## src/rtl/rail_chk_pkg.sv

```systemverilog
`timescale 1ns/1ps
package rail_chk_pkg;

  // strobes from control to datapath
  typedef struct packed {
    logic loadResult;   // capture the root pair this edge
    logic clearResult;  // force the healthy reset code
  } ctlStrobe_t;

  // value held by the output register while cleared
  localparam logic RESET_SUM  = 1'b0;
  localparam logic RESET_COMP = 1'b1;

endpackage

```

## src/rtl/rail_chk_cell.sv

```systemverilog
`timescale 1ns/1ps
// Two-pair checker cell: healthy in -> healthy out, any bad pair -> bad out.
module rail_chk_cell (
  input  logic x0,
  input  logic y0,
  input  logic x1,
  input  logic y1,
  output logic e1,
  output logic e2
);
  assign e1 = (x0 & y1) | (y0 & x1);
  assign e2 = (x0 & x1) | (y0 & y1);
endmodule

```

## src/rtl/rail_chk_ctrl.sv

```systemverilog
`timescale 1ns/1ps
module rail_chk_ctrl
  import rail_chk_pkg::*;
(
  input  logic       clk,
  input  logic       rstN,
  output ctlStrobe_t strobe
);
  logic armed;

  always_ff @(posedge clk or negedge rstN) begin
    if (!rstN) armed <= 1'b0;
    else       armed <= 1'b1;
  end

  always_comb begin
    strobe.loadResult  = armed;
    strobe.clearResult = ~armed;
  end
endmodule

```

## src/rtl/rail_chk_dp.sv

```systemverilog
`timescale 1ns/1ps
module rail_chk_dp
  import rail_chk_pkg::*;
#(
  parameter int NUM_PAIRS = 8,
  parameter bit REDUCED   = 1'b0
) (
  input  logic                 clk,
  input  logic                 rstN,
  input  ctlStrobe_t           strobe,
  input  logic [NUM_PAIRS-1:0] railX,
  input  logic [NUM_PAIRS-1:0] railY,
  output logic                 sumRail,
  output logic                 compRail,
  output logic                 errorFlag
);
  localparam int LEVELS = (NUM_PAIRS <= 1) ? 0 : $clog2(NUM_PAIRS);
  localparam int LEAVES = 1 << LEVELS;

  logic combSum;
  logic combComp;

  generate
    if (REDUCED) begin : g_reduced
      logic [NUM_PAIRS-1:0] flagVec;
      for (genvar i = 0; i < NUM_PAIRS; i++) begin : g_flag
        logic crossXor;
        assign crossXor   = railX[i] ^ railY[i];
        // implication with the second operand tied low
        assign flagVec[i] = ~crossXor | 1'b0;
      end
      assign combSum  = ~(|flagVec);
      assign combComp = 1'b0;
    end else begin : g_tree
      wire [LEAVES-1:0] lvlX [0:LEVELS];
      wire [LEAVES-1:0] lvlY [0:LEVELS];
      for (genvar i = 0; i < LEAVES; i++) begin : g_leaf
        if (i < NUM_PAIRS) begin : g_real
          assign lvlX[0][i] = railX[i];
          assign lvlY[0][i] = railY[i];
        end else begin : g_pad
          assign lvlX[0][i] = 1'b0;
          assign lvlY[0][i] = 1'b1;
        end
      end
      for (genvar l = 0; l < LEVELS; l++) begin : g_level
        localparam int NODES = LEAVES >> (l + 1);
        for (genvar j = 0; j < NODES; j++) begin : g_node
          rail_chk_cell uCell (
            .x0(lvlX[l][2*j]),   .y0(lvlY[l][2*j]),
            .x1(lvlX[l][2*j+1]), .y1(lvlY[l][2*j+1]),
            .e1(lvlX[l+1][j]),   .e2(lvlY[l+1][j])
          );
        end
        for (genvar k = NODES; k < LEAVES; k++) begin : g_idle
          assign lvlX[l+1][k] = 1'b0;
          assign lvlY[l+1][k] = 1'b1;
        end
      end
      assign combSum  = lvlX[LEVELS][0];
      assign combComp = lvlY[LEVELS][0];
    end
  endgenerate

  always_ff @(posedge clk or negedge rstN) begin
    if (!rstN) begin
      sumRail  <= RESET_SUM;
      compRail <= RESET_COMP;
    end else if (strobe.clearResult) begin
      sumRail  <= RESET_SUM;
      compRail <= RESET_COMP;
    end else if (strobe.loadResult) begin
      sumRail  <= combSum;
      compRail <= combComp;
    end
  end

  assign errorFlag = ~(sumRail ^ compRail);
endmodule

```

## src/rtl/rail_chk_top.sv

```systemverilog
`timescale 1ns/1ps
module rail_chk_top
  import rail_chk_pkg::*;
#(
  parameter int NUM_PAIRS = 8,
  parameter bit REDUCED   = 1'b0
) (
  input  logic                 clk,
  input  logic                 rstN,
  input  logic [NUM_PAIRS-1:0] railX,
  input  logic [NUM_PAIRS-1:0] railY,
  output logic                 sumRail,
  output logic                 compRail,
  output logic                 errorFlag
);
  ctlStrobe_t strobe;

  rail_chk_ctrl uCtrl (
    .clk(clk), .rstN(rstN), .strobe(strobe)
  );

  rail_chk_dp #(.NUM_PAIRS(NUM_PAIRS), .REDUCED(REDUCED)) uDp (
    .clk(clk), .rstN(rstN), .strobe(strobe),
    .railX(railX), .railY(railY),
    .sumRail(sumRail), .compRail(compRail), .errorFlag(errorFlag)
  );
endmodule

```

## config.mk

```make
export PLATFORM = sky130hd
export DESIGN_NAME = rail_chk_top
export DESIGN_NICKNAME = d
export VERILOG_FILES = /design/src/rtl/rail_chk_pkg.sv /design/src/rtl/rail_chk_cell.sv /design/src/rtl/rail_chk_ctrl.sv /design/src/rtl/rail_chk_dp.sv /design/src/rtl/rail_chk_top.sv
export SDC_FILE = /design/constraint.sdc
export NUM_CORES = 1
export LEC_CHECK = 0
export ABC_CLOCK_PERIOD_IN_PS = 1100
export CAP_MARGIN = 30
export CORE_AREA = 2 2 39 41
export DETAILED_ROUTE_END_ITERATION = 10
export DIE_AREA = 0 0 41 43
export SLEW_MARGIN = 10
export SYNTH_ARGS = -nofsm -noshare
export SYNTH_HDL_FRONTEND = slang
export SYNTH_SLANG_ARGS = --single-unit
```

## constraint.sdc

```tcl
create_clock -name clk -period 1.1 [get_ports clk]
set_clock_uncertainty 0.1 [all_clocks]
set_input_delay 0.165 -clock clk [delete_from_list [all_inputs] [get_ports clk]]
set_output_delay 0.165 -clock clk [all_outputs]
set_load 0.02 [all_outputs]
```

== Yosys cells after proc, flatten, opt, wreduce, memory -nomap -nowiden ==
Cells that the tools add are included.
W data, S select, Z words.
Operators by class
  muxes and demuxes: 2
  bitwise gates (word level): 44
Operator list (count)
  $and A1 B1 Y1: 28
  $or A1 B1 Y1: 14
  $mux W1: 2
  $not A1 Y1: 1
  $xor A1 B1 Y1: 1
Storage, ports and cells
  register bits: 3
  output and inout port bits: 3
  word-level logic and storage cells: 49

== Longest topological paths before layout ==
Gate-level depths: netlist of run 1.
  depth after elaboration: 7
  mapped depth: 4

== Hierarchy ==
A second synthesis of run 1 with hierarchy kept.
Unflattened totals
  cell total of the unflattened synthesis: 25
  area total of the unflattened synthesis: 251.5 sq um
By module, submodules not included
  rail_chk_cell: times used 7, cells each 2, area an instance 17.5 sq um, sequential area each 0.0 sq um
  rail_chk_dp: times used 1, cells each 7, area an instance 88.8 sq um, sequential area each 51.3 sq um
  rail_chk_ctrl: times used 1, cells each 4, area an instance 40.0 sq um, sequential area each 25.0 sq um

== Least setup slack after synthesis of run 1 ==
Ideal clock, no wire load.
  path kind: register to output
  start point: register uDp.sumRail
  end point: output port errorFlag
  arrival time: 854 ps
  data required time: 835 ps
  path slack: -19 ps
  stages on the path, launching flop included: 2
  path buffers: 0
  cell sequence: dfrtp_1 > xnor2_1
On the way
  cells in the longest elaborated chain, start to end: 2
Ends and longest elaborated chain
  start, declared: RTL line rail_chk_dp.sv:13  | output logic sumRail,
  start signal, assigned: RTL line rail_chk_dp.sv:73  | sumRail <= combSum;
  $xor A1 B1 Y1: RTL line rail_chk_dp.sv:78  | assign errorFlag = ~(sumRail ^ compRail);
  $not A1 Y1: RTL line rail_chk_dp.sv:78
  end, declared: RTL line rail_chk_top.sv:14  | output logic errorFlag
Every way passes these cells.

== Final worst setup path of run 1 ==
  start point: register uDp.compRail
  end point: output port errorFlag
On the way
  cells in the longest elaborated chain, start to end: 2
Ends and longest elaborated chain
  start, declared: RTL line rail_chk_dp.sv:14  | output logic compRail,
  start signal, assigned: RTL line rail_chk_dp.sv:74  | compRail <= combComp;
  $xor A1 B1 Y1: RTL line rail_chk_dp.sv:78
  $not A1 Y1: RTL line rail_chk_dp.sv:78
Every way passes these cells.

==> flow_metrics.env, run 1 <==
export IMPL_totalWireLength_um=723
export IMPL_ys_ff_latch=3
export IMPL_syn_num_nets=49
export IMPL_r2r_slack_ns=0.38
export IMPL_final_util=0.374
export IMPL_r2r_start="uCtrl.armed"
export IMPL_post_cts_buffers=0
export IMPL_overflow=0
export IMPL_max_clock_path_buffers=2
export IMPL_critPathSlowestCell="dfstp_2"
export IMPL_coreArea_mm2=0.00138
export IMPL_postRouteAntennaNets=0
export IMPL_max_freq_mhz=780
export IMPL_critPathTopFamily="flip-flops"
export IMPL_rows=14
export IMPL_vias=326
export IMPL_cts_num_sinks=3
export IMPL_dpl_hpwl_um=553
export IMPL_criticalPathCategory="register to primary output"
export IMPL_final_nets=74
export IMPL_final_layout_size_suffix_gt1_frac=0.509
export IMPL_maxSlewViolCount=0
export IMPL_reg2reg_depth=1
export IMPL_ir_drop_mv=0.355
export IMPL_hold_path_class="input port to async pin"
export IMPL_seqCellArea_um2=76.3
export IMPL_wl_per_cell_um=10.2
export IMPL_start_util=0.164
export IMPL_grt_pass1_vias=319
export IMPL_leakage_nw=0.216
export IMPL_start_kind="register"
export IMPL_cts_tree="done"
export IMPL_areaGrowthSynthToFinish_pct=129
export IMPL_clk_pin_slew_ns=0.03
export IMPL_nFillCells=159
export IMPL_drv_cap=0
export IMPL_hold_viol=0
export IMPL_die_w_um=41
export IMPL_max_stage_delay_ns=0.54
export IMPL_drcViolationCount=0
export IMPL_drtIter0Drc=0
export IMPL_setup_violations=2
export IMPL_multiInputGateArea_um2=228
export IMPL_critPathMaxFanout=2
export IMPL_crit_buf_inv=1
export IMPL_netlist_instances=31
export IMPL_ys_types=10
export IMPL_worst_slack_ns=-0.182
export IMPL_yosysWarningCount=0
export IMPL_first_pass_iters=1
export IMPL_violations="setup timing"
export IMPL_rsz0062_at_grt="true"
export IMPL_yosysSeqAreaShare=0.337
export IMPL_dp_slack_ns=-0.414
export IMPL_fp_dieArea_mm2=0.00176
export IMPL_fp_dieH_um=43
export IMPL_numCtsBuffers=3
export IMPL_cp_cell_sequence="xnor2_2 -> buf_4"
export IMPL_portBuffers=20
export IMPL_crit_arrival_ns=1.02
export IMPL_antenna_found_initial=0
export IMPL_grt_max_degree=4
export IMPL_grt_pass1_wl_mm=1.12
export IMPL_startpoint="uDp.compRail"
export IMPL_fin_crit_ns=1.28
export IMPL_avgSynthCellArea_um2=7.31
export IMPL_clock_latency_ns=0.23
export IMPL_layout_worst_path_cycle_share=1.17
export IMPL_grt_total_usage=0.0934
export IMPL_crit_required_ns=0.83
export IMPL_p_per_area_mw_per_mm2=957
export IMPL_routabilityCongestion=0.555
export IMPL_io_pins=21
export IMPL_r2r_end="uDp.sumRail"
export IMPL_vias_per_cell=4.59
export IMPL_root_buffer="clkbuf_4"
export IMPL_synth_area_um2=226
export IMPL_n_antenna_cell=0
export IMPL_crit_path_end_kind="primary output"
export IMPL_htree_num_levels=1
export IMPL_status="finished with violations"
[layout make-up]
cell class	count	area share
tap	16	0.0386
sequential	3	0.147
timing repair buffer	20	0.324
multi-input combinational	28	0.440
clock buffer	4	0.0507
[metal layers]
layer / vias to the layer above / track usage / part of all wire
met3: 0 / 0.0157 / 0.11
met2: 15 / 0.153 / 0.52
met5: - / 0 / 0
met4: 0 / 0.0600 / 0
li1: 166 / - / -
met1: 145 / 0.103 / 0.37
[logic make-up (layout without fill, tap and decap cells)]
kind of cell           Yosys count  after routing  share of synthesized area
other                            1              1                     0.0166
flip-flops                       3              3                      0.337
AO/OA/AOI/OAI                   17             17                      0.453
buffers and inverters            0             24                          0
XOR/XNOR                         1              1                     0.0387
AND/OR/NAND/NOR                  9              9                      0.155
[synth_stat cells]
master    n  area (um^2)
a21oi_1   8         40.0
nand2_1   8         30.0
a22oi_1   4         30.0
o22ai_1   4         25.0
dfrtp_1   2         50.1
a21boi_1  1         7.51
conb_1    1         3.75
dfstp_2   1         26.3
nand3_1   1         5.00
xnor2_1   1         8.76
[report_power, final]
group | switching (mW) | internal [mW]
clock | 0.0525 | 0.136
combinational | 0.0908 | 0.0871
sequential | 0.00713 | 0.123
[registers in the layout, indices dropped and copies added, names as in the netlist]
name          count
uDp.sumRail       1
uDp.compRail      1
uCtrl.armed       1
[cell usage in the layout (no fill, tap or decap), drive strengths merged]
cell | Yosys | final
a21oi | 8 | 8
dlygate4sd2 | 0 | 16
o22ai | 4 | 4
dfstp | 1 | 1
nand3 | 1 | 1
nand2 | 8 | 8
clkdlybuf4s50 | 0 | 1
conb | 1 | 1
clkbuf | 0 | 4
xnor2 | 1 | 1
dfrtp | 2 | 2
buf | 0 | 3
a21boi | 1 | 1
a22oi | 4 | 4
[timing repair]
action	CTS	global route
gates resized for setup	48	1
setup endpoints to repair	5	3
hold buffers	0	0
gates cloned	0	0
pin swaps	12	0
[stage by stage]
stage / setup TNS, ns / total power [mW] / area [um^2] / std cells / hold WS, ns
global placement: -1.39 / 0.303 / 454 / 67 / 0.259
detailed placement: -1.51 / 0.307 / 454 / 67 / 0.254
global route: -0.358 / 0.542 / 518 / 71 / 0.00539
floorplan: 0 / 0.203 / 234 / 31 / -0.231
CTS: -0.365 / 0.506 / 524 / 71 / 0.00951
finish: -0.276 / 0.496 / 518 / 71 / 0.0130
[how the worst max path moves through the flow]
| stage | to | cells past startpoint |
|---|---|---|
| finish | errorFlag | 2 |
| global route | errorFlag | 2 |
| CTS | errorFlag | 2 |
| detailed placement | errorFlag | 2 |
| global placement | errorFlag | 2 |
| floorplan | errorFlag | 1 |
Power figures use the tool's default switching activity.
==> run 2: changes to the inputs <==
--- a/config.mk
+++ b/config.mk
@@ -10,6 +10,7 @@
 export CORE_AREA = 2 2 39 41
 export DETAILED_ROUTE_END_ITERATION = 10
 export DIE_AREA = 0 0 41 43
+export SETUP_SLACK_MARGIN = 0.5
 export SLEW_MARGIN = 10
 export SYNTH_ARGS = -nofsm -noshare
 export SYNTH_HDL_FRONTEND = slang
==> run 2 against run 1 <==
Compared with the run above: the flow still finishes with violations (setup timing); cell area is 5.8% higher; clock-buffer cell count stayed put; worst hold slack worse by 0.0057 ns; sequential power about the same; die area unchanged; wire length grew 3.6%; flip-flop and latch count unchanged; core utilization increased by 2.2 points.
==> flow_metrics.env, run 2 (synthesis results as in run 1) <==
export IMPL_postRouteAntennaNets=0
export IMPL_cts_num_sinks=3
export IMPL_numCtsBuffers=3
export IMPL_postCtsHoldBufs=0
export IMPL_crit_required_ns=0.83
export IMPL_antenna_found_initial=0
export IMPL_root_buffer="clkbuf_4"
export IMPL_setup_tns_ns=-0.397
export IMPL_hold_path_class="input port to async pin"
export IMPL_p_per_area_mw_per_mm2=985
export IMPL_grt_pass1_vias=315
export IMPL_violations="setup timing"
export IMPL_startpoint="uDp.compRail"
export IMPL_max_clock_path_buffers=2
export IMPL_fp_dieH_um=43
export IMPL_drv_cap=0
export IMPL_drtIter0Drc=3
export IMPL_portBuffers=20
export IMPL_final_layout_size_suffix_gt1_frac=0.825
export IMPL_place_area_um2=490
export IMPL_crit_arrival_ns=1.03
export IMPL_crit_buf_inv=1
export IMPL_coreArea_mm2=0.00138
export IMPL_status="finished with violations"
export IMPL_fin_crit_ns=1.29
export IMPL_whs_ns=0.00730
export IMPL_dpl_hpwl_um=593
export IMPL_grt_total_usage=0.0975
export IMPL_r2r_start="uCtrl.armed"
export IMPL_drcViolationCount=0
export IMPL_clk_pin_slew_ns=0.04
export IMPL_cts_tree="done"
export IMPL_start_kind="register"
export IMPL_critPathSlowestCell="dfstp_2"
export IMPL_worst_slack_ns=-0.191
export IMPL_setup_violations=3
export IMPL_layout_worst_path_cycle_share=1.17
export IMPL_ir_drop_mv=0.534
export IMPL_critPathTopFamily="flip-flops"
export IMPL_largestRegisters="uCtrl.armed x1, uDp.compRail x1, uDp.sumRail x1"
export IMPL_wl_per_cell_um=10.3
export IMPL_overflow=0
export IMPL_instances_no_fill=73
export IMPL_maxSlewViolCount=0
export IMPL_leakage_nw=0.224
export IMPL_critPathMaxFanout=2
export IMPL_rows=14
export IMPL_vias=338
export IMPL_final_area_um2=548
export IMPL_criticalPathCategory="register to primary output"
export IMPL_totalWireLength_um=749
export IMPL_start_util=0.164
export IMPL_clock_latency_ns=0.24
export IMPL_final_cell_mix="8 x nand2_2, 8 x a21oi_2, 6 x buf_6"
export IMPL_place_inst=67
export IMPL_first_pass_iters=4
export IMPL_die_w_um=41
export IMPL_final_nets=76
export IMPL_routabilityCongestion=0.617
export IMPL_n_antenna_cell=0
export IMPL_fp_dieArea_mm2=0.00176
export IMPL_cp_cell_sequence="xnor2_2 -> buf_4"
export IMPL_rsz0062_at_grt="true"
export IMPL_max_freq_mhz=775
export IMPL_hold_viol=0
export IMPL_areaGrowthSynthToFinish_pct=142
export IMPL_fin_total_pwr_mw=0.540
export IMPL_io_pins=21
export IMPL_htree_num_levels=1
export IMPL_crit_path_end_kind="primary output"
export IMPL_vias_per_cell=4.63
export IMPL_grt_pass1_wl_mm=1.13
export IMPL_grt_max_degree=4
export IMPL_max_stage_delay_ns=0.54
## run 2: changes by cell type in the layout (fill, tap and decap cells not counted)
| cell | delta |
|---|---|
| dlygate4sd2_1 | -16 |
| buf_4 | +1 |
| buf_2 | +2 |
| clkdlybuf4s15_2 | +3 |
| dfrtp_2 | +1 |
| dfrtp_1 | -1 |
| buf_8 | +2 |
| clkbuf_2 | +4 |
| buf_6 | +6 |
## run 2: where the power goes
group | switching, mW | internal, mW
sequential | 0.00808 | 0.123
combinational | 0.0925 | 0.114
clock | 0.0654 | 0.137
total | 0.166 | 0.374
## run 2: final timing paths
check,depth (start not counted),end,slack (ns)
max,2,errorFlag,-0.19
min,1,uCtrl.armed,0.007
max reg2reg,1,uDp.sumRail,0.38
min reg2reg,1,uDp.compRail,0.34
max in group asynchronous,1,uDp.compRail,0.67
min in group clk,5,uDp.compRail,0.28
## run 2: repair_timing
action                                  in CTS  in global routing
endpoints found under the setup margin       5                  5
cloned                                       0                  0
hold endpoints to repair                     0                  0
buffers inserted                             1                  1
gates resized for setup                     86                  8
pin swaps                                   15                  7
## run 2: stage by stage
step	utilization	setup WS (ns)
5_1_grt	0.396	-0.249
3_5_place_dp	0.354	-0.419
4_1_cts	0.401	-0.210
3_3_place_gp	0.354	-0.403
6_report	0.396	-0.191
2_1_floorplan	-	0.0636
## run 2: layout make-up
| type | instances | area, um^2 |
|---|---|---|
| Multi-Input combinational cell | 28 | 228 |
| Fill cell | 151 | 836 |
| Sequential cell | 3 | 77.6 |
| Tap cell | 16 | 20.0 |
| Clock buffer | 4 | 26.3 |
| Timing Repair Buffer | 22 | 196 |
## run 2: metal layers
metal | vias to the layer above | GRT usage | share of wire
li1 | 168 | - | -
met1 | 148 | 0.116 | 0.41
met2 | 22 | 0.131 | 0.43
met3 | 0 | 0.0681 | 0.16
met4 | 0 | 0.0400 | 0
met5 | - | 0 | 0
==> run 3: changes to the inputs <==
--- a/config.mk
+++ b/config.mk
@@ -10,6 +10,7 @@
 export CORE_AREA = 2 2 39 41
 export DETAILED_ROUTE_END_ITERATION = 10
 export DIE_AREA = 0 0 41 43
+export PLACE_DENSITY_LB_ADDON = 0.12
 export SETUP_SLACK_MARGIN = 0.5
 export SLEW_MARGIN = 10
 export SYNTH_ARGS = -nofsm -noshare
==> run 3 against run 2 <==
Compared with the run above: the flow still finishes with violations (setup timing); cell area decreased by 4.1%; fmax grew 0.90%; core utilization decreased by 1.6 points.
==> flow_metrics.env, run 3 (synthesis results as in run 1) <==
export IMPL_totalWireLength_um=737
export IMPL_max_freq_mhz=782
export IMPL_violations="setup timing"
export IMPL_fp_dieH_um=43
export IMPL_combPwrFrac=0.374
export IMPL_areaGrowthSynthToFinish_pct=132
export IMPL_dpl_hpwl_um=620
export IMPL_power_switching_mw=0.150
export IMPL_grt_max_degree=4
export IMPL_n_antenna_cell=0
export IMPL_r2r_slack_ns=0.39
export IMPL_rsz0062_at_grt="true"
export IMPL_vias=337
export IMPL_cts_num_sinks=3
export IMPL_setup_violations=2
export IMPL_start_kind="register"
export IMPL_fin_crit_ns=1.28
export IMPL_max_clock_path_buffers=2
export IMPL_p_per_area_mw_per_mm2=971
export IMPL_r2r_start="uCtrl.armed"
export IMPL_critPathSlowestCell="dfstp_2"
export IMPL_crit_end="errorFlag"
export IMPL_fp_dieArea_mm2=0.00176
export IMPL_whs_ns=0.0211
export IMPL_root_buffer="clkbuf_4"
export IMPL_antenna_found_initial=0
export IMPL_first_pass_iters=3
export IMPL_crit_required_ns=0.83
export IMPL_crit_path_end_kind="primary output"
export IMPL_routabilityCongestion=0.591
export IMPL_startpoint="uDp.compRail"
export IMPL_wl_per_cell_um=10.4
export IMPL_coreArea_mm2=0.00138
export IMPL_final_nets=74
export IMPL_nFillCells=158
export IMPL_grt_total_usage=0.0996
export IMPL_start_util=0.164
export IMPL_status="finished with violations"
export IMPL_largestRegisters="uCtrl.armed x1, uDp.compRail x1, uDp.sumRail x1"
export IMPL_criticalPathCategory="register to primary output"
export IMPL_io_pins=21
export IMPL_post_cts_buffers=0
export IMPL_leakage_nw=0.211
export IMPL_final_layout_size_suffix_gt1_frac=0.818
export IMPL_drcViolationCount=0
export IMPL_ir_drop_mv=0.591
export IMPL_hold_path_class="input port to async pin"
export IMPL_pwr_share_clk=0.370
export IMPL_rows=14
export IMPL_maxSlewViolCount=0
export IMPL_numCtsBuffers=3
export IMPL_postCtsHoldBufs=0
export IMPL_vias_per_cell=4.75
export IMPL_cp_cell_sequence="xnor2_2 -> buf_4"
export IMPL_dp_slack_ns=-0.415
export IMPL_critPathMaxFanout=2
export IMPL_layout_worst_path_cycle_share=1.16
export IMPL_portBuffers=20
export IMPL_max_stage_delay_ns=0.54
export IMPL_r2r_end="uDp.sumRail"
export IMPL_swShare=0.295
export IMPL_grt_pass1_wl_mm=1.19
export IMPL_final_cell_mix="8 x nand2_2, 8 x a21oi_2, 6 x buf_6"
export IMPL_crit_arrival_ns=1.01
export IMPL_power_share_sequential=0.256
export IMPL_htree_num_levels=1
export IMPL_hold_viol=0
export IMPL_drtIter0Drc=1
export IMPL_postRouteAntennaNets=0
export IMPL_overflow=0
export IMPL_grt_pass1_vias=337
export IMPL_clk_pin_slew_ns=0.04
export IMPL_worst_slack_ns=-0.179
export IMPL_die_w_um=41
export IMPL_seqCellArea_um2=77.6
export IMPL_cts_tree="done"
export IMPL_drv_cap=0
export IMPL_clock_latency_ns=0.23
export IMPL_multiInputGateArea_um2=228
export IMPL_reg2reg_depth=1
export IMPL_internal_power_mw=0.360
[run 3: worst min path at each step]
| stage | end | slack, ns | cells after the start |
|---|---|---|---|
| after floorplan | uCtrl.armed | -0.23 | 0 |
| after global placement | uCtrl.armed | 0.26 | 1 |
| after detailed placement | uCtrl.armed | 0.26 | 1 |
| after CTS | uCtrl.armed | 0.01 | 1 |
| after global routing | uCtrl.armed | 0.01 | 1 |
| final | uCtrl.armed | 0.02 | 1 |
[run 3: critical path, delay by kind of cell (launching register included)]
family | cells | cell delay [ns]
XOR/XNOR | 1 | 0.10
buffers and inverters | 1 | 0.15
flip-flops | 1 | 0.54
[run 3: metrics by stage]
stage	TNS, ns	instance area, um^2	util	instances	total power [mW]
floorplan	0	270	-	31	0.215
global placement	-1.47	490	0.354	67	0.325
detailed placement	-1.47	490	0.354	67	0.325
CTS	-0.293	536	0.387	71	0.523
global route	-0.358	526	0.380	71	0.559
finish	-0.268	526	0.380	71	0.510
[run 3: area by class of cell]
cell class | instances | area share
Tap cell | 16 | 0.0381
Sequential cell | 3 | 0.148
Multi-Input combinational cell | 28 | 0.433
Clock buffer | 4 | 0.0500
Timing Repair Buffer | 20 | 0.331
[run 3: metal layers]
metal,wire length [um],global-route usage,up-vias
met3,80,0.0681,0
met5,0,0,-
met1,277,0.104,155
met4,0,0.0200,0
li1,-,-,165
met2,379,0.159,17
[run 3: power groups by stage]
| stage | registers, mW | logic, mW | clock network (mW) |
|---|---|---|---|
| 5_1_grt | 0.132 | 0.207 | 0.220 |
| 6_report | 0.131 | 0.191 | 0.189 |
| 3_3_place_gp | 0.132 | 0.193 | 0 |
| 2_1_floorplan | 0.141 | 0.0745 | 0 |
| 3_5_place_dp | 0.132 | 0.193 | 0 |
| 4_1_cts | 0.131 | 0.191 | 0.201 |
[run 3: repair_timing]
item                       CTS  global route
setup endpoints to repair    5             5
pin swaps                   15            14
gates resized for setup     83             8
